**config.mk**
```make
export PLATFORM = sky130hd
export DESIGN_NAME = rdi_unstable_det
export DESIGN_NICKNAME = d
export VERILOG_FILES = /design/src/rtl/rdi_unstable_det.sv
export SDC_FILE = /design/constraint.sdc
export NUM_CORES = 1
export LEC_CHECK = 0
export BUFFER_PORTS_ARGS = -buffer_cell sky130_fd_sc_hd__buf_2
export CORE_MARGIN = 8
export CORE_UTILIZATION = 56
export DETAILED_ROUTE_END_ITERATION = 10
export PLACE_DENSITY = 0.88
export SLEW_MARGIN = 20
export SYNTH_ARGS = -nofsm -noshare
export SYNTH_HDL_FRONTEND = slang
export SYNTH_SLANG_ARGS = --single-unit
```
**constraint.sdc**
```tcl
create_clock -name clk -period 3.8 [get_ports clk]
set_clock_uncertainty 0.2 [all_clocks]
set_input_delay 0.19 -clock clk [delete_from_list [all_inputs] [get_ports clk]]
set_output_delay 0.19 -clock clk [all_outputs]
set_load 0.005 [all_outputs]
```
**src/rtl/rdi_unstable_det.sv**
```systemverilog
module rdi_unstable_det #(
  parameter int CODE_W = 3,
  parameter int THR_W  = 4
) (
  input  logic              clk,
  input  logic              rst_n,
  input  logic              frame_stb,
  input  logic [CODE_W-1:0] rdi_code,
  input  logic [THR_W-1:0]  thresh,
  output logic              unstable,
  output logic              unstable_irq
);

  logic              have_q;
  logic [CODE_W-1:0] prev_q;
  logic [THR_W-1:0]  chg_q;
  logic [THR_W-1:0]  run_q;
  logic              uns_q;
  logic              irq_q;

  logic              diff;
  logic              same;
  logic              thr_off;
  logic [THR_W-1:0]  chg_inc;
  logic [THR_W-1:0]  run_inc;
  logic              hit_set;
  logic              hit_clear;
  logic              uns_nxt;

  assign diff      = have_q && (rdi_code != prev_q);
  assign same      = have_q && (rdi_code == prev_q);
  assign thr_off   = (thresh == '0);
  assign chg_inc   = (chg_q >= thresh) ? thresh : chg_q + THR_W'(1);
  assign run_inc   = (&run_q) ? run_q : run_q + THR_W'(1);
  assign hit_set   = diff && !thr_off && (chg_inc >= thresh);
  assign hit_clear = same && (run_inc >= thresh);

  always_comb begin
    uns_nxt = uns_q;
    if (thr_off)        uns_nxt = 1'b0;
    else if (hit_set)   uns_nxt = 1'b1;
    else if (hit_clear) uns_nxt = 1'b0;
  end

  always_ff @(posedge clk) begin
    if (!rst_n) begin
      have_q <= 1'b0;
      prev_q <= '0;
      chg_q  <= '0;
      run_q  <= '0;
      uns_q  <= 1'b0;
      irq_q  <= 1'b0;
    end else if (frame_stb) begin
      have_q <= 1'b1;
      prev_q <= rdi_code;
      run_q  <= same ? run_inc : THR_W'(1);
      if (diff)           chg_q <= chg_inc;
      else if (hit_clear) chg_q <= '0;
      uns_q  <= uns_nxt;
      irq_q  <= (uns_nxt != uns_q);
    end else begin
      irq_q  <= 1'b0;
    end
  end

  assign unstable     = uns_q;
  assign unstable_irq = irq_q;

endmodule

```
==> flow_summary.ini <==
[floorplan]
rows = 15
core_area_mm2 = 0.001727
start_util = 0.6007
io_pins = 12
die_h_um = 59.04
die_w_um = 59.04
dieArea_mm2 = 0.003485

[setup_path]
cpPeakStageDelay_ns = 0.41
cp_common_cell = ha_1
critPathRequiredTime_ns = 3.80
end_kind = register
crit_family = compound AO/OA/AOI/OAI gates
crit_path_top_delay_cell = or3_1
start_kind = register
cp_max_fo = 10
cp_data_arrival_time_ns = 3.16
crit_buf_inv = 1
path_cells = inv_1 > ha_1 > nand2b_1 > a2111oi_1 > or3_1 > mux2_4 > ha_1 > o21ai_0 > a21oi_1 > o2111ai_1 > o31ai_1
crit_type = register to register

[detailed_routing]
drt_pass1_iterations = 4
via_per_inst = 5.851
drc = 0
drtIter0Drc = 22
post_drt_wl_per_cell_um = 13.47
drt_wl_total_um = 2168
vias = 942
drtAntennaViolNets = 0

[place]
routabilityCongestion = 0.8874
placedCellCount = 155
dp_slack_ns = 0.6677
placed_area_mm2 = 0.001105
portBuffers = 11
dp_hpwl_um = 1681

[power]
ir_drop_mv = 0.3011
p_leak_nw = 0.5284
totalPowerFinal_uw = 329.5
power_density_mw_per_mm2 = 283.8

[hold_path]
hold_class = primary input to register

[synth]
avgSynthCellArea_um2 = 8.502
synth_area_leaders = dfxtp_1 27%, ha_1 17%, mux2i_1 5.8%
ys_seq_elements = 14
ys_seq_area_frac = 0.2702
yosysTopAreaCellShare = 0.2702
synth.largest_area_cell = dfxtp_1
synthCells = 122
yosys_warnings = 0
synth.distinct_cells = 38
async_reset_ff_frac = 0
synth_fp_nets = 146
synth_common_cells = 14 x dfxtp_1, 14 x ha_1, 13 x inv_1, 8 x nor2_1, 7 x o21ai_0
synthFlopType = dfxtp_1
synth_edf_count = 0
syn_area_mm2 = 0.001037

[timing]
slew_headroom = 0.7433
fmax_mhz = 317.0
slew_violations = 0
tightest_slew_ns = 0.3850
post-route-worst-setup-slack_ns = 0.6455
finalHoldViolCount = 0
whs_ns = 0.004750
period_share = 0.8301
fin_crit_ns = 3.155
setup_tns_ns = 0
rsz0062_at_grt = false
setup_violations = 0

[finish]
syn2layout_area_growth_pct = 11.94
drive_gt1_frac = 0.1176
utilization = 0.6725
nets = 161
stdcell_area_mm2 = 0.001161
finalNonFillerCells = 161
multi_input_area_um2 = 689.4
diodes = 0
fillers = 142
regArea_um2 = 280.3

[run]
cap_violations = 0

[clock_network]
clockBufferDepth = 2
root_buffer = clkbuf_4
clock_latency_ns = 0.29
cts_tree = built
clk_pin_slew_ns = 0.09
cts_buffers = 3
cts.sinks = 14
post_cts_buffers = 0
ctsResizeCount = 0
htree_levels = 1

[global_route]
gr-total-overflow = 0
grt_max_degree = 17
globalRouteTotalUtil = 0.1426
grt_pass1_wl_um = 3864
antenna_found_initial = 0
grt_pass1_vias = 925

[outcome]
outcome = completed
## worst paths after layout
check	from	to	slack, ns	cells past startpoint
setup / recovery	chg_q[0]	unstable_irq	0.65	11
hold / removal	rdi_code[2]	prev_q[2]	0.005	3
setup reg to reg	chg_q[0]	unstable_irq	0.65	11
hold reg to reg	chg_q[3]	chg_q[3]	0.30	2
## area by class of cell
| type | instances | share of cell area |
|---|---|---|
| Clock buffer | 4 | 0.03125 |
| Timing Repair Buffer | 13 | 0.06466 |
| Tap cell | 25 | 0.02694 |
| Multi-Input combinational cell | 92 | 0.5938 |
| Sequential cell | 14 | 0.2414 |
| Inverter | 13 | 0.04203 |
## state kept, by name (all words and copies together) (netlist names)
signal / cells
chg_q: 4
have_q: 1
prev_q: 3
run_q: 4
unstable: 1
unstable_irq: 1
## metal layers
layer	GRT usage	vias to the layer above	wire length [µm]	share of wire
met4	0.08191	0	46	0.021
li1	-	477	-	-
met1	0.1689	435	1009	0.47
met3	0.04555	6	126	0.058
met2	0.2196	24	985	0.45
met5	0	-	0	0
## tightest hold or removal path: cells and delay by family
family,cells,cell delay (ns)
buffers and inverters,1,0.09
and+or+nand+nor,1,0.11
muxes,1,0.07
## what timing repair did
action | CTS | global route
endpoints found under the setup margin | 0 | 0
hold buffers | 2 | 0
endpoints found under the hold margin | 2 | 0
## cells in the final DEF (no fill, tap or decap), drive strengths merged, types with 2 or more instances in the layout
master,netlist,final
a21oi,4,4
a32oi,2,2
and2,5,5
buf,1,11
clkbuf,2,4
dfxtp,14,14
dlygate4sd3,0,2
ha,14,14
inv,13,13
mux2i,6,6
nand2,4,4
nand3,4,4
nand4,3,3
nor2,8,8
nor2b,3,3
nor3,2,2
o21a,3,3
o21ai,8,8
o22ai,3,3
o32ai,2,2
xnor2,4,4
## cell families (layout without fill, tap and decap cells)
group	Yosys count	count (layout)	synth area share
muxes	7	7	0.07237
AOI/OAI and AO/OA	31	31	0.2039
xor gates and xnor gates	4	4	0.03377
DFF	14	14	0.2702
and+or+nand+nor	36	36	0.1858
adders and majority gates	14	14	0.1689
buffers and inverters	16	30	0.06514
## where the power goes
part           leakage (nW)  switching [mW]  total, mW  internal [mW]
combinational         0.393          0.0337     0.0634         0.0296
sequential            0.114         0.00525      0.157          0.152
clock                0.0210          0.0505      0.109         0.0584
total                 0.528          0.0895      0.330          0.240
(Power assumes the default switching activity.)
